===== src/rtl/tmr_pkg.sv =====
package tmr_pkg;

   typedef enum logic [1:0] {
      MODE_13     = 2'd0,
      MODE_16     = 2'd1,
      MODE_RELOAD = 2'd2,
      MODE_SPLIT  = 2'd3
   } tmr_mode_e;

   typedef struct packed {
      logic      gate;
      logic      ext_src;
      tmr_mode_e mode;
   } tmr_cfg_t;

   localparam int CFG_W = 4;

   localparam logic [2:0] ADDR_MODE  = 3'd0;
   localparam logic [2:0] ADDR_CTRL  = 3'd1;
   localparam logic [2:0] ADDR_C0_LO = 3'd2;
   localparam logic [2:0] ADDR_C0_HI = 3'd3;
   localparam logic [2:0] ADDR_C1_LO = 3'd4;
   localparam logic [2:0] ADDR_C1_HI = 3'd5;

endpackage


===== src/rtl/tmr_pin_sync.sv =====
module tmr_pin_sync #(
   parameter int STAGES   = 2,
   parameter bit EDGE_OUT = 1'b0
) (
   input  logic clk,
   input  logic rst_n,
   input  logic pin,
   output logic q
);

   if (STAGES < 2) begin : g_bad_stages
      $error("tmr_pin_sync: STAGES must be at least 2");
   end

   logic [STAGES-1:0] chain_q;

   always_ff @(posedge clk or negedge rst_n) begin
      if (!rst_n) chain_q <= '0;
      else        chain_q <= {chain_q[STAGES-2:0], pin};
   end

   if (EDGE_OUT) begin : g_fall
      logic last_q;
      always_ff @(posedge clk or negedge rst_n) begin
         if (!rst_n) last_q <= 1'b0;
         else        last_q <= chain_q[STAGES-1];
      end
      assign q = last_q & ~chain_q[STAGES-1];

      // one event per falling edge: the pulse never lasts two cycles
      assert_pulse_R10: assert property (@(posedge clk) disable iff (!rst_n)
         q |=> !q);
   end else begin : g_level
      assign q = chain_q[STAGES-1];
   end

endmodule


===== src/rtl/tmr_channel.sv =====
module tmr_channel
   import tmr_pkg::*;
#(
   parameter int W        = 8,
   parameter int PRE_W    = 5,
   parameter bit SPLIT_EN = 1'b0
) (
   input  logic         clk,
   input  logic         rst_n,
   input  tmr_cfg_t     cfg,
   input  logic         run,
   input  logic         gate_lvl,
   input  logic         ev_fall,
   input  logic         tick_en,
   input  logic         aux_run,
   input  logic         wr_lo,
   input  logic         wr_hi,
   input  logic [W-1:0] wdata,
   output logic [W-1:0] cnt_lo,
   output logic [W-1:0] cnt_hi,
   output logic         ovf_main,
   output logic         ovf_aux
);

   localparam int C13_W = W + PRE_W;
   localparam int C16_W = 2 * W;

   if (PRE_W < 1 || PRE_W >= W) begin : g_bad_pre
      $error("tmr_channel: PRE_W must lie in 1..W-1");
   end

   logic             qualify;
   logic             src;
   logic             inc;
   logic [C13_W-1:0] c13_inc;
   logic [C16_W-1:0] c16_inc;
   logic [W-1:0]     nxt_lo;
   logic [W-1:0]     nxt_hi;

   assign qualify = run & (~cfg.gate | gate_lvl);
   assign src     = cfg.ext_src ? ev_fall : tick_en;
   assign inc     = qualify & src;
   assign c13_inc = {cnt_hi, cnt_lo[PRE_W-1:0]} + 1'b1;
   assign c16_inc = {cnt_hi, cnt_lo} + 1'b1;

   always_comb begin
      nxt_lo   = cnt_lo;
      nxt_hi   = cnt_hi;
      ovf_main = 1'b0;
      ovf_aux  = 1'b0;
      case (cfg.mode)
         MODE_13: if (inc) begin
            nxt_hi   = c13_inc[C13_W-1:PRE_W];
            nxt_lo   = {cnt_lo[W-1:PRE_W], c13_inc[PRE_W-1:0]};
            ovf_main = &{cnt_hi, cnt_lo[PRE_W-1:0]};
         end
         MODE_16: if (inc) begin
            {nxt_hi, nxt_lo} = c16_inc;
            ovf_main         = &{cnt_hi, cnt_lo};
         end
         MODE_RELOAD: if (inc) begin
            if (&cnt_lo) begin
               nxt_lo   = cnt_hi;
               ovf_main = 1'b1;
            end else begin
               nxt_lo = cnt_lo + 1'b1;
            end
         end
         MODE_SPLIT: if (SPLIT_EN) begin
            if (inc) begin
               nxt_lo   = cnt_lo + 1'b1;
               ovf_main = &cnt_lo;
            end
            if (aux_run && tick_en) begin
               nxt_hi  = cnt_hi + 1'b1;
               ovf_aux = &cnt_hi;
            end
         end
         default: ;
      endcase
      if (wr_lo) nxt_lo = wdata;
      if (wr_hi) nxt_hi = wdata;
   end

   always_ff @(posedge clk or negedge rst_n) begin
      if (!rst_n) begin
         cnt_lo <= '0;
         cnt_hi <= '0;
      end else begin
         cnt_lo <= nxt_lo;
         cnt_hi <= nxt_hi;
      end
   end

   assert_halt_R8: assert property (@(posedge clk) disable iff (!rst_n)
      (!run && !wr_lo && !wr_hi && cfg.mode != MODE_SPLIT)
      |=> ($stable(cnt_lo) && $stable(cnt_hi)));

   assert_gate_R9: assert property (@(posedge clk) disable iff (!rst_n)
      (cfg.gate && !gate_lvl && !wr_lo && !wr_hi && cfg.mode != MODE_SPLIT)
      |=> ($stable(cnt_lo) && $stable(cnt_hi)));

   assert_noedge_R10: assert property (@(posedge clk) disable iff (!rst_n)
      (cfg.ext_src && !ev_fall && !wr_lo && !wr_hi && cfg.mode == MODE_16)
      |=> ($stable(cnt_lo) && $stable(cnt_hi)));

   assert_reload_R5: assert property (@(posedge clk) disable iff (!rst_n)
      (cfg.mode == MODE_RELOAD && ovf_main && !wr_lo)
      |=> (cnt_lo == $past(cnt_hi)));

   if (!SPLIT_EN) begin : g_hold_chk
      assert_hold_R7: assert property (@(posedge clk) disable iff (!rst_n)
         (cfg.mode == MODE_SPLIT && !wr_lo && !wr_hi)
         |=> ($stable(cnt_lo) && $stable(cnt_hi)));
   end

endmodule


===== src/rtl/dual_timer_counter.sv =====
module dual_timer_counter
   import tmr_pkg::*;
#(
   parameter int W           = 8,
   parameter int PRE_W       = 5,
   parameter int SYNC_STAGES = 2
) (
   input  logic         clk,
   input  logic         rst_n,
   input  logic         tick_en,
   input  logic [1:0]   ev_pin,
   input  logic [1:0]   gate_pin,
   input  logic [1:0]   irq_ack,
   input  logic [2:0]   reg_addr,
   input  logic         reg_wr,
   input  logic [W-1:0] reg_wdata,
   output logic [W-1:0] reg_rdata,
   output logic [1:0]   ovf_flag
);

   localparam int NCH      = 2;
   localparam int MODE_W   = NCH * CFG_W;
   localparam int RUN_BIT0 = 4;

   if (W < MODE_W) begin : g_bad_w
      $error("dual_timer_counter: W must hold the configuration byte");
   end

   logic [MODE_W-1:0] mode_q;
   logic [NCH-1:0]    run_q;
   logic [NCH-1:0]    flag_q;
   logic [NCH-1:0]    ovf_main;
   logic [NCH-1:0]    ovf_aux;
   logic [NCH-1:0]    hw_set;
   logic [W-1:0]      cnt_lo [NCH];
   logic [W-1:0]      cnt_hi [NCH];
   logic              wr_mode;
   logic              wr_ctrl;

   assign wr_mode = reg_wr && (reg_addr == ADDR_MODE);
   assign wr_ctrl = reg_wr && (reg_addr == ADDR_CTRL);

   always_ff @(posedge clk or negedge rst_n) begin
      if (!rst_n)       mode_q <= '0;
      else if (wr_mode) mode_q <= reg_wdata[MODE_W-1:0];
   end

   for (genvar g = 0; g < NCH; g++) begin : g_ch
      localparam logic [2:0] LO_ADDR = ADDR_C0_LO + 3'(2 * g);
      localparam logic [2:0] HI_ADDR = ADDR_C0_HI + 3'(2 * g);
      localparam int RUN_POS  = RUN_BIT0 + 2 * g;
      localparam int FLAG_POS = RUN_POS + 1;

      tmr_cfg_t cfg;
      logic     gate_lvl;
      logic     ev_fall;

      assign cfg       = tmr_cfg_t'(mode_q[CFG_W*g +: CFG_W]);
      // a split channel borrows the flag of the other channel
      assign hw_set[g] = ovf_main[g] | ovf_aux[NCH-1-g];

      tmr_pin_sync #(.STAGES(SYNC_STAGES), .EDGE_OUT(1'b1)) u_ev_sync (
         .clk(clk), .rst_n(rst_n), .pin(ev_pin[g]), .q(ev_fall));

      tmr_pin_sync #(.STAGES(SYNC_STAGES), .EDGE_OUT(1'b0)) u_gate_sync (
         .clk(clk), .rst_n(rst_n), .pin(gate_pin[g]), .q(gate_lvl));

      tmr_channel #(.W(W), .PRE_W(PRE_W), .SPLIT_EN(g == 0)) u_chan (
         .clk      (clk),
         .rst_n    (rst_n),
         .cfg      (cfg),
         .run      (run_q[g]),
         .gate_lvl (gate_lvl),
         .ev_fall  (ev_fall),
         .tick_en  (tick_en),
         .aux_run  (run_q[NCH-1-g]),
         .wr_lo    (reg_wr && reg_addr == LO_ADDR),
         .wr_hi    (reg_wr && reg_addr == HI_ADDR),
         .wdata    (reg_wdata),
         .cnt_lo   (cnt_lo[g]),
         .cnt_hi   (cnt_hi[g]),
         .ovf_main (ovf_main[g]),
         .ovf_aux  (ovf_aux[g]));

      always_ff @(posedge clk or negedge rst_n) begin
         if (!rst_n) begin
            run_q[g]  <= 1'b0;
            flag_q[g] <= 1'b0;
         end else begin
            if (wr_ctrl) run_q[g] <= reg_wdata[RUN_POS];
            if (hw_set[g])       flag_q[g] <= 1'b1;
            else if (irq_ack[g]) flag_q[g] <= 1'b0;
            else if (wr_ctrl)    flag_q[g] <= reg_wdata[FLAG_POS];
         end
      end

      assert_set_wins_R12: assert property (@(posedge clk) disable iff (!rst_n)
         hw_set[g] |=> ovf_flag[g]);

      assert_ack_clr_R11: assert property (@(posedge clk) disable iff (!rst_n)
         (irq_ack[g] && !hw_set[g]) |=> !ovf_flag[g]);

      assert_sw_load_R13: assert property (@(posedge clk) disable iff (!rst_n)
         (wr_ctrl && !irq_ack[g] && !hw_set[g])
         |=> (ovf_flag[g] == $past(reg_wdata[FLAG_POS])));
   end

   always_comb begin
      reg_rdata = '0;
      case (reg_addr)
         ADDR_MODE:  reg_rdata = W'(mode_q);
         ADDR_CTRL:  reg_rdata = W'({flag_q[1], run_q[1], flag_q[0], run_q[0], 4'b0000});
         ADDR_C0_LO: reg_rdata = cnt_lo[0];
         ADDR_C0_HI: reg_rdata = cnt_hi[0];
         ADDR_C1_LO: reg_rdata = cnt_lo[1];
         ADDR_C1_HI: reg_rdata = cnt_hi[1];
         default:    reg_rdata = '0;
      endcase
   end

   assign ovf_flag = flag_q;

endmodule


===== config.mk =====
export PLATFORM = sky130hd
export DESIGN_NAME = dual_timer_counter
export DESIGN_NICKNAME = d
export VERILOG_FILES = /design/src/rtl/tmr_pkg.sv /design/src/rtl/tmr_pin_sync.sv /design/src/rtl/tmr_channel.sv /design/src/rtl/dual_timer_counter.sv
export SDC_FILE = /design/constraint.sdc
export NUM_CORES = 1
export LEC_CHECK = 0
export BUFFER_PORTS_ARGS = -buffer_cell sky130_fd_sc_hd__buf_2
export CAP_MARGIN = 20
export CORE_MARGIN = 2
export CORE_UTILIZATION = 49
export DETAILED_ROUTE_END_ITERATION = 8
export PLACE_DENSITY = 0.78
export SYNTH_ARGS = -nofsm -noshare
export SYNTH_HDL_FRONTEND = slang
export SYNTH_SLANG_ARGS = --single-unit

===== constraint.sdc =====
create_clock -name clk -period 5.8 [get_ports clk]
set_clock_uncertainty 0.1 [all_clocks]
set_input_delay 1.16 -clock clk [delete_from_list [all_inputs] [get_ports clk]]
set_output_delay 1.16 -clock clk [all_outputs]
set_load 0.1 [all_outputs]

Word-level counts from Yosys, hierarchy flattened
Index checks and enable logic that the tools add are counted.
{"block": "word_totals", "elab_cells": 134, "reg_bits": 54, "out_inout_bits": 10, "in_bits": 21}
{"block": "op_classes", "eq_ne": 24, "reduce_logical": 29, "muxes": 44, "addsub": 7, "bitwise": 13}
{"cell": "8-bit two-way mux", "n": 16}
{"cell": "8-bit case mux with 3 select lines", "n": 2}
{"cell": "8-bit case mux with 6 select lines", "n": 1}
{"cell": "3-bit by 1-bit != test with 1-bit output (second input constant)", "n": 12}
{"cell": "16-bit by 1-bit adder with 16-bit output (second input constant)", "n": 2}
{"cell": "8-bit case mux with 4 select lines", "n": 1}
{"cell": "16-bit AND reduction", "n": 2}
{"cell": "13-bit by 1-bit adder with 13-bit output (second input constant)", "n": 2}
{"cell": "13-bit AND reduction", "n": 2}
{"cell": "8-bit by 1-bit adder with 8-bit output (second input constant)", "n": 3}
{"cell": "8-bit AND reduction", "n": 3}
{"cell": "4-bit AND reduction", "n": 5}
{"cell": "1-bit two-way mux", "n": 19}
{"cell": "8-bit case mux with 2 select lines", "n": 1}
{"cell": "3-bit nonzero test", "n": 4}
{"cell": "5-bit two-way mux", "n": 2}
{"cell": "4-bit nonzero test", "n": 2}
{"cell": "1-bit logical AND", "n": 7}
{"cell": "1-bit bitwise AND", "n": 6}
{"cell": "2-bit equality test (second input constant)", "n": 3}
{"cell": "3-bit by 2-bit equality test with 1-bit output (second input constant)", "n": 2}
{"cell": "3-bit equality test (second input constant)", "n": 2}
{"cell": "2-bit by 1-bit equality test with 1-bit output (second input constant)", "n": 2}
{"cell": "2-bit logical NOT", "n": 2}
{"cell": "8 further kinds", "n": 14}

Longest topological paths before layout
Gate-level depths: netlist of run 1.
{"block": "logic_depth", "ltp_word": 8, "ltp_mapped": 8, "depth_no_buf": 7}

Cells and area by module
Synthesis of run 1 repeated with hierarchy kept, for this count alone.
{"block": "unflattened", "hier_cells": 467, "hier_area_um2": 4217.8}
{"module": "tmr_channel at g_ch[0].u_chan", "cells_each": 208, "area_each_um2": 1614.0, "instances": 1, "seq_area_each_um2": 400.4}
{"module": "tmr_channel at g_ch[1].u_chan", "cells_each": 160, "area_each_um2": 1400.1, "instances": 1, "seq_area_each_um2": 400.4}
{"module": "dual_timer_counter", "cells_each": 87, "area_each_um2": 925.9, "instances": 1, "seq_area_each_um2": 300.3}
{"module": "tmr_pin_sync at g_ch[0].u_ev_sync ...", "cells_each": 4, "area_each_um2": 88.8, "instances": 2, "seq_area_each_um2": 75.1}
{"module": "tmr_pin_sync at g_ch[0].u_gate_sync ...", "cells_each": 2, "area_each_um2": 50.0, "instances": 2, "seq_area_each_um2": 50.0}

Worst setup path before layout of run 1
No wires, ideal clock.
{"block": "synth_timing", "kind": "input to output", "startpoint": "input reg_addr[1]", "endpoint": "output reg_rdata[1]", "n_path_buf": 2, "path_stages": 5, "arrival_time_ns": 3.954, "required_ns": 4.540, "slack_ns": 0.586, "cell_sequence": "clkbuf_2 -> nor2b_1 -> clkbuf_1 -> a22oi_1 -> o21ai_0"}
{"block": "synth_between", "elab_chain_len": 2, "word_cells_on_any_way": 7, "cone_classes": "5 x eq/ne; 1 x mux; 1 x reduce/logical"}
{"element": "start: declaration", "line": "dual_timer_counter.sv:14", "text": "input logic [2:0] reg_addr,"}
{"element": "3-bit equality test (tied with other cells)", "line": "dual_timer_counter.sv:110", "text": "case (reg_addr)"}
{"element": "8-bit case mux with 6 select lines *", "line": "dual_timer_counter.sv:110"}
{"element": "end: declaration", "line": "dual_timer_counter.sv:17", "text": "output logic [W-1:0] reg_rdata,"}
Mark *: on every way between the ends. The rest lies on a longest branch, timed or not.

Worst setup path after layout of run 1
Ends and elaborated chain as after synthesis.

==> out/metrics.yaml, run 1 <==
async_reset_ff_share_pct: 100
grt-ovfl-total: 0
status: "finished clean"
timing.rr.end: "g_ch[0].u_chan.cnt_lo[3]"
multiInputGateArea_um2: 2350
internal_power_mw: 0.795
place_congestion: 0.948
syn_area_um2: 3890
start_util_pct: 50.4
worstPathRequired_ns: 4.54
rsz0062_at_grt: "no"
ir_drop_mv: 0.177
critPathCaptureType: "output port"
postCtsHoldBufs: 0
cts_post_setup_buffers_inserted: 0
power.share.switching_pct: 47.9
num-nets-final: 482
max_freq_mhz: 239
clkLatencyLatePin_ns: 0.33
grt_util_all_layers_pct: 27.4
hold_path.class: "flip-flop to flip-flop"
wl_per_cell_um: 20.4
via_per_inst: 6.68
hpwl_mm: 8.14
relSlewSlack_pct: 32.0
root_buffer: "clkbuf_8"
first_iter_violations: 408
path_clk_slew_ns: 0.10
dieArea_um2: 8680
place_ws_ns: 1.64
placed_cell_area_um2: 4040
p_switching_mw: 0.732
syn_avg_cell_area_um2: 8.77
grt_first_pass_wirelength_mm: 18.7
r2r_start: "g_ch[0].u_chan.cnt_lo[0]"
period_needed_ns: 4.19
drv_cap: 0
synth_edf_count: 0
r2r_slack_ns: 3.18
yosysSeqAreaShare_pct: 34.7
fin_setup_tns_ns: 0
die_h_um: 93.1
cts.path.max_buffers: 2
wirelength_mm: 11.3
seqCellArea_um2: 1350
n_antenna_cell: 0
synthCells: 444
ctsResizeCount: 0
fillers: 721
min_from: "g_ch[1].u_ev_sync.chain_q[0]"
pin_count: 31
tightest_slew_ns: 1.02
min_path_cells: 0
final_cell_mix: "dfrtp_1, nor2_1, nand2_1, buf_2, a21oi_1"
drive_gt1_share_pct: 13.9
total_power_mw: 1.53
leakage_nw: 1.63
worstPathArrival_ns: 2.93
rows: 32
powerDensity_nw_per_um2: 369
area_growth_pct: 6.27
combinationalPowerShare_pct: 39.1
htreeDepth: 2
p_clk_share_pct: 15.5
syn_nets: 474
cts_tree: "done"
critPathMaxFanout: 17
slew_violations: 0
crit_start: "reg_addr[1]"
vias: 3710
startpoint_type: "primary input"
synth-warning-count: 0
antenna_found_initial: 0
dr.pass1.iters: 5
ys_ff_latch: 54
cts_made_buffers: 5
fin_crit_sh_pct: 72.2
whs_endpoint: "g_ch[1].u_ev_sync.chain_q[1]"
setup_viol: 0
grt_max_degree: 55
fp.dieW_um: 93.1
setup_slack_ns: 1.61
drcViolationCount: 0
grt_pass1_vias: 3487
portBuffers: 30
ys_types: 72
drtAntennaViolNets: 0
mostFrequentLayoutCell: "dfrtp_1"
fin_area_um2: 4140
rr_worst_depth: 6
cts.sinks: 54
core-area_um2: 7730
synthFlopType: "dfrtp_1"
finalHoldViolCount: 0
crit_type: "primary input to output port"
seqPwrFrac_pct: 45.5
==> registers in the layout, indices dropped and copies added, names as in the netlist <==
name,flops
g_ch.u_chan.cnt_hi,16
g_ch.u_chan.cnt_lo,16
mode_q,8
g_ch.u_ev_sync.chain_q,4
g_ch.u_gate_sync.chain_q,4
g_ch.u_ev_sync.g_fall.last_q,2
ovf_flag,2
run_q,2
==> cells in the mapped netlist (9+ instances only) <==
cell | instances | share of area [%]
o21ai_0 | 20 | 2.6
dfrtp_1 | 54 | 35
buf_2 | 9 | 1.2
inv_1 | 13 | 1.3
nor2_1 | 38 | 3.7
clkbuf_1 | 13 | 1.3
nand2_1 | 37 | 3.6
a21oi_1 | 29 | 3.7
xnor2_1 | 14 | 3.1
nand3_1 | 20 | 2.6
nand4_1 | 9 | 1.4
mux2i_1 | 17 | 4.4
a211oi_1 | 15 | 2.9
ha_1 | 9 | 2.9
==> logic make-up after synthesis <==
logic type / after synthesis / synth area share (%)
AOI/OAI and AO/OA: 141 / 26.0
and+or+nand+nor: 156 / 21.3
xor gates and xnor gates: 15 / 3.37
muxes: 25 / 6.68
adders and majority gates: 9 / 2.89
buffers and inverters: 44 / 5.01
DFF: 54 / 34.7
==> through the flow <==
stage	utilization, %	hold slack [ns]	std cells
after floorplan	-	0.231	444
after global placement	52.3	0.233	547
after detailed placement	52.3	0.240	547
after CTS	53.5	0.266	555
after global routing	53.5	0.269	555
final	53.5	0.263	555
==> power by group through the flow <==
stage | registers, mW | logic (mW) | clock network [mW]
floorplan | 0.565 | 0.548 | 0
global placement | 0.687 | 0.569 | 0
detailed placement | 0.691 | 0.585 | 0
CTS | 0.684 | 0.589 | 0.237
global route | 0.713 | 0.657 | 0.250
finish | 0.694 | 0.597 | 0.236
==> layout make-up <==
cell class	count	area share (%)
multi-input combinational	346	56.7
timing repair buffer	32	3.99
clock inverter	3	0.695
tap	102	3.08
inverter	13	1.18
sequential	54	32.7
clock buffer	5	1.66
==> critical path: stages <==
cell and delay [ns]:
buf_2 0.25, nor2b_1 0.61, a22oi_1 0.12, o21ai_0 0.29
buf_2 0.49
==> layer usage <==
metal	global-route usage [%]	wire, um	vias up
met4	6.50	274	0
met5	0	0	-
met2	43.2	5160	229
li1	-	-	1701
met3	3.38	1040	32
met1	40.4	4840	1748
==> how the worst max path moves through the flow <==
| stage | to | slack [ns] | depth (start not counted) |
|---|---|---|---|
| floorplan | reg_rdata[1] | 0.59 | 5 |
| global placement | reg_rdata[1] | 1.66 | 5 |
| detailed placement | reg_rdata[1] | 1.64 | 5 |
| CTS | reg_rdata[1] | 1.63 | 5 |
| global route | reg_rdata[1] | 1.50 | 5 |
| finish | reg_rdata[1] | 1.61 | 5 |
Note: power is estimated with default switching activity, not from simulation.
==> run 2: changes to the inputs <==
PLACE_DENSITY = 0.81   (was 0.78)
clock period = 3.7 ns   (was 5.8 ns; I/O delays follow)
==> run 2 against run 1 <==
Clock power is 59% higher. Die area stayed put. Design area grew 0.82%. Hold slack worse by 0.0075 ns. Sequential power rose by 59%. Non-clock buffer count increased by 4. Highest routed layer unchanged.
==> out/metrics.yaml, run 2 (synthesis gave the netlist of run 1 again) <==
grt_pass1_vias: 3580  # +2.7%
n_antenna_cell: 0  # unchanged
period_needed_ns: 3.23
status: "finished clean"
worstPathArrival_ns: 2.39  # -0.54 ns
cts_post_setup_buffers_inserted: 0  # unchanged
max_freq_mhz: 310
setup_viol: 0  # unchanged
powerDensity_nw_per_um2: 577  # +56%
grt_max_degree: 33  # -40%
startpoint_type: "flip-flop"
critPathCaptureType: "output port"
cts_tree: "done"
p_switching_mw: 1.16  # +58%
place_congestion: 0.974  # +2.7%
cts.path.max_buffers: 2  # unchanged
hold_path.class: "primary input to async pin"
hpwl_mm: 8.40  # +3.2%
grt_first_pass_wirelength_mm: 18.7  # -0.37%
whs_ns: 0.255  # -0.00754 ns
vias: 3822  # +3.0%
finalHoldViolCount: 0  # unchanged
ctsResizeCount: 0  # unchanged
pin_count: 31  # unchanged
cts_made_buffers: 5  # unchanged
wl_per_cell_um: 20.7  # +1.8%
drtAntennaViolNets: 0  # unchanged
cts.sinks: 54  # unchanged
placed_cell_area_um2: 4070  # +0.84%
fin_crit_sh_pct: 87.3
drcViolationCount: 0  # unchanged
dr.pass1.iters: 6  # +1
drive_gt1_share_pct: 14.9  # +0.97 points
cp_cell_sequence: "inv_1, or3_1, a21oi_1, a31oi_1, o21ai_1, buf_2"
fin_setup_tns_ns: 0  # unchanged
first_iter_violations: 528  # +29%
place_ws_ns: 0.645  # -0.992 ns
power.share.switching_pct: 48.1  # +0.20 points
relSlewSlack_pct: 46.6  # +15 points
rsz0062_at_grt: "no"
slew_violations: 0  # unchanged
via_per_inst: 6.84  # +2.3%
root_buffer: "clkbuf_8"
num-nets-final: 486  # +0.83%
portBuffers: 30  # unchanged
crit_type: "flip-flop to output port"
critPathMaxFanout: 14  # -3
grt-ovfl-total: 0  # unchanged
core-area_um2: 7730  # unchanged
reg_top3: "g_ch.u_chan.cnt_hi: 16 flops, g_ch.u_chan.cnt_lo: 16 flops, mode_q: 8 flops"
dieArea_um2: 8680  # unchanged
fin_area_um2: 4170  # +0.82%
antenna_found_initial: 0  # unchanged
wirelength_mm: 11.6  # +2.5%
fp.dieW_um: 93.1  # unchanged
tightest_slew_ns: 0.798  # -0.218 ns
setup_slack_ns: 0.472  # -1.14 ns
seqPwrFrac_pct: 45.5  # about the same
total_power_mw: 2.41  # +58%
rows: 32  # unchanged
slowest_delay_ns: 0.69  # +0.08 ns
clkLatencyLatePin_ns: 0.33  # about the same
postCtsHoldBufs: 0  # unchanged
internal_power_mw: 1.25  # +57%
path_clk_slew_ns: 0.12  # +0.02 ns
ir_drop_mv: 0.317  # +79%
htreeDepth: 2  # unchanged
area_growth_pct: 7.13
leakage_nw: 1.65  # +1.3%
die_h_um: 93.1  # unchanged
worstPathRequired_ns: 2.86  # -1.68 ns
final_cell_mix: "dfrtp_1, nor2_1, nand2_1, buf_2, a21oi_1"
grt_util_all_layers_pct: 27.6  # +0.20 points
p_clk_share_pct: 15.6  # about the same
mostFrequentLayoutCell: "dfrtp_1"
cpMaxStageDelayCell: "dfrtp_1"
start_util_pct: 50.4  # unchanged
drv_cap: 0  # unchanged
combinationalPowerShare_pct: 38.9  # -0.2 points
run 2: changes by cell type in the layout (fill, tap and decap cells not counted):
cell	before	now
o21ai_1	2	3
clkinv_4	2	1
buf_4	2	6
a21oi_1	29	28
a21oi_2	0	1
o21ai_0	20	19
inv_6	0	1
run 2: cell type report:
type	instances	area, um^2
Clock inverter	3	28.8
Sequential cell	54	1350
Fill cell	690	3560
Clock buffer	5	68.8
Multi-Input combinational cell	346	2350
Timing Repair Buffer	36	195
Tap cell	102	128
Inverter	13	48.8
run 2: metal layers:
layer  track usage (%)  part of all wire, %  up-vias
met5                 0                    0        -
met4              9.56                  3.2        0
met3              3.22                  8.7       34
met2              44.2                   46      238
met1              39.0                   42     1843
li1                  -                    -     1707
run 2: worst max-delay path, delay by kind of cell (launching register included):
family                 cells  cell delay, ns
AOI/OAI and AO/OA          3            0.37
buffers and inverters      2            0.64
and+or+nand+nor            1            0.35
DFF                        1            0.69
run 2: metrics by stage:
stage | util [%] | cells
2_1_floorplan | - | 444
3_3_place_gp | 52.7 | 551
5_1_grt | 54.0 | 559
6_report | 54.0 | 559
4_1_cts | 54.0 | 559
3_5_place_dp | 52.7 | 551
run 2: power by group through the flow:
| stage | clock network (mW) | registers, mW | logic, mW |
|---|---|---|---|
| floorplan | 0 | 0.886 | 0.860 |
| global placement | 0 | 1.08 | 0.896 |
| detailed placement | 0 | 1.08 | 0.922 |
| CTS | 0.378 | 1.07 | 0.926 |
| global route | 0.401 | 1.11 | 1.03 |
| finish | 0.376 | 1.10 | 0.938 |
run 2: final timing paths:
check / slack, ns / cells past startpoint / end / startpoint
setup / recovery: 0.47 / 6 / reg_rdata[1] / mode_q[1]
hold / removal: 0.25 / 1 / g_ch[0].u_chan.cnt_lo[7] / rst_n
setup reg to reg: 1.00 / 6 / g_ch[0].u_chan.cnt_lo[3] / g_ch[0].u_chan.cnt_lo[0]
hold reg to reg: 0.27 / 0 / g_ch[1].u_gate_sync.chain_q[1] / g_ch[1].u_gate_sync.chain_q[0]
max in group asynchronous: 2.43 / 2 / g_ch[0].u_chan.cnt_hi[2] / rst_n
min in group clk: 0.27 / 0 / g_ch[1].u_gate_sync.chain_q[1] / g_ch[1].u_gate_sync.chain_q[0]
==> run 3: changes to the inputs <==
ABC_AREA = 1   (was not set)
==> run 3 against run 2 <==
Routed wire length increased by 11%. Sequential share of layout area decreased by 1.9 points. Design area grew 6.1%. Global-route usage increased by 2.5 points. Via count increased by 17%. Cell count increased by 36%. Critical path type is now primary input to output port. Critical endpoint unchanged.
==> out/metrics.yaml, run 3 <==
status: "finished clean"
grt_max_degree: 55  # +67%
yosys.area_share.simple_pct: 34.6  # +13 points
syn_avg_cell_area_um2: 6.56  # -25%
drtAntennaViolNets: 0  # unchanged
portBuffers: 30  # unchanged
slowest_delay_ns: 0.46  # -0.23 ns
antenna_found_initial: 0  # unchanged
place_ws_ns: 0.756  # +0.111 ns
fin_crit_sh_pct: 80.2  # -7.0 points
clkLatencyLatePin_ns: 0.32  # about the same
worstPathRequired_ns: 2.86  # about the same
n_antenna_cell: 0  # unchanged
yosysSeqAreaShare_pct: 33.1  # -1.6 points
drv_cap: 0  # unchanged
rr_worst_depth: 9  # +3
grt_first_pass_wirelength_mm: 20.7  # +11%
mostFrequentLayoutCell: "nand2_1"
drcViolationCount: 0  # unchanged
startpoint_type: "primary input"
timing.rr.end: "g_ch[1].u_chan.cnt_hi[6]"
rows: 33  # +3.1%
wl_per_cell_um: 16.9  # -18%
cp_top_family: "buffers and inverters"
place_congestion: 0.969  # -0.50%
ys_ff_latch: 54  # unchanged
critPathCaptureType: "output port"
fp.dieW_um: 95.3  # +2.3%
synthFlopType: "dfrtp_1"
whs_endpoint: "g_ch[1].u_ev_sync.chain_q[1]"
tightest_slew_ns: 0.701  # -0.0965 ns
cts_made_buffers: 5  # unchanged
area_growth_pct: 8.46
grt_util_all_layers_pct: 30.1  # +2.5 points
synthMostInstantiatedCell: "nand2_1"
multiInputGateArea_um2: 2320  # -1.2%
grt_pass1_vias: 4089  # +14%
synth_xor_area_share_pct: 2.36  # -1.0 points
ys_types: 41  # -43%
rsz0062_at_grt: "no"
powerDensity_nw_per_um2: 589  # +2.0%
num-nets-final: 683  # +41%
hpwl_mm: 9.76  # +16%
postCtsHoldBufs: 0  # unchanged
seqCellArea_um2: 1350  # unchanged
root_buffer: "clkbuf_8"
syn_area_um2: 4080  # +4.8%
dieArea_um2: 9070  # +4.6%
cpMaxStageDelayCell: "buf_2"
cts.path.max_buffers: 2  # unchanged
synth_top_family_by_area: "simple AND/OR/NAND/NOR gates"
slew_violations: 0  # unchanged
critPathMaxFanout: 7  # -7
fin_setup_tns_ns: 0  # unchanged
wirelength_mm: 12.9  # +11%
crit_top_cell: "buf_2"
period_needed_ns: 2.97  # -0.260 ns
worstPathArrival_ns: 2.13  # -0.26 ns
synthAdderAreaFrac_pct: 2.76  # -0.13 points
min_from: "g_ch[1].u_ev_sync.chain_q[0]"
async_reset_ff_share_pct: 100  # unchanged
leakage_nw: 2.19  # +32%
final_cell_mix: "nand2_1, inv_1, nand3_1, dfrtp_1, nor2_1"
total_power_mw: 2.61  # +8.2%
via_per_inst: 5.92  # -13%
synth.area.top_cells: "dfrtp_1, nand2_1, inv_1, nand3_1, o21ai_0"
cts_post_setup_buffers_inserted: 0  # unchanged
ctsResizeCount: 0  # unchanged
ir_drop_mv: 0.408  # +29%
path_clk_slew_ns: 0.10  # -0.02 ns
netlist.area_leader.share_pct: 33.1  # -1.6 points
setup_viol: 0  # unchanged
r2r_slack_ns: 1.48  # +0.48 ns
fin_util_pct: 54.4  # +0.42 points
dr.pass1.iters: 5  # -1
max_freq_mhz: 337  # +8.8%
first_iter_violations: 583  # +10%
r2r_start: "g_ch[1].u_chan.cnt_lo[0]"
reg_top3: "g_ch.u_chan.cnt_hi: 16 flops, g_ch.u_chan.cnt_lo: 16 flops, mode_q: 8 flops"
syn_nets: 652  # +38%
synth_top_cell_by_area: "dfrtp_1"
die_h_um: 95.3  # +2.3%
crit_type: "primary input to output port"
vias: 4490  # +17%
drive_gt1_share_pct: 9.94  # -4.9 points
fillers: 742  # +7.5%
min_path_cells: 0
cp_cell_sequence: "buf_2, nor2_1, nand2_1, o22ai_1, a21oi_1, o211ai_1, buf_2"
synth_edf_count: 0  # unchanged
grt-ovfl-total: 0  # unchanged
finalHoldViolCount: 0  # unchanged
synth-compound-area-share_pct: 17.2  # -8.8 points
muxShareOfSynthArea_pct: 0  # -6.7 points
synthTopCellsByCount: "nand2_1, inv_1, nand3_1"
synth-warning-count: 0  # unchanged
cts.sinks: 54  # unchanged
hold_path.class: "flip-flop to flip-flop"
path_buf_inv: 2  # unchanged
cts_tree: "done"
core-area_um2: 8130  # +5.3%
start_util_pct: 50.2  # -0.23 points
setup_slack_ns: 0.732  # +0.260 ns
relSlewSlack_pct: 53.3  # +6.6 points
htreeDepth: 2  # unchanged
synthCells: 622  # +40%
pin_count: 31  # unchanged
-- run 3: per-stage QoR --
| step | instance area [um^2] | std cells | hold slack [ns] |
|---|---|---|---|
| floorplan | 4080 | 622 | 0.231 |
| global placement | 4330 | 751 | 0.235 |
| detailed placement | 4330 | 751 | 0.237 |
| CTS | 4430 | 759 | 0.263 |
| global route | 4430 | 759 | 0.270 |
| finish | 4430 | 759 | 0.258 |
-- run 3: cell families (layout without fill, tap and decap cells) --
family          Yosys count  after routing
fa+ha+maj                 9              9
buf+inv                 104            136
simple gates            322            322
xor+xnor                 11             11
compound gates          122            122
flops                    54             54
-- run 3: power by group --
group          leakage [nW]  internal [mW]  switching (mW)  total (mW)
registers             0.684          0.763           0.293        1.06
logic                  1.46          0.354           0.834        1.19
clock network        0.0467          0.141           0.222       0.362
-- run 3: worst register-to-register path, stage by stage, from the launching register on --
cell	delay, ns
dfrtp_1	0.49
ha_1	0.23
nand2_1	0.08
nor2_1	0.18
nand2_1	0.28
nand2_1	0.25
nand3_1	0.17
o21ai_0	0.22
nand3_1	0.09
nand2_1	0.08
-- run 3: layout make-up --
cell class / count / share of cell area (%)
timing repair buffer: 31 / 3.56
inverter: 97 / 8.28
multi-input combinational: 464 / 52.5
clock inverter: 3 / 0.622
clock buffer: 5 / 1.55
tap: 105 / 2.97
sequential: 54 / 30.5
-- run 3: layer usage --
layer	track usage (%)	up-vias	share of wire, %
met1	43.4	2067	42
met3	4.35	46	10
met4	11.7	0	4.1
met5	0	-	0
li1	-	2094	-
met2	45.8	283	43
-- run 3: how the worst max path moves through the flow --
stage / cells past startpoint / slack, ns / end / start
final: 7 / 0.73 / reg_rdata[1] / reg_addr[0]
after global routing: 6 / 0.64 / reg_rdata[0] / reg_addr[0]
after CTS: 6 / 0.76 / reg_rdata[6] / reg_addr[0]
after detailed placement: 6 / 0.76 / reg_rdata[6] / reg_addr[0]
after global placement: 6 / 0.80 / reg_rdata[4] / reg_addr[0]
after floorplan: 4 / 0.02 / reg_rdata[0] / reg_addr[2]
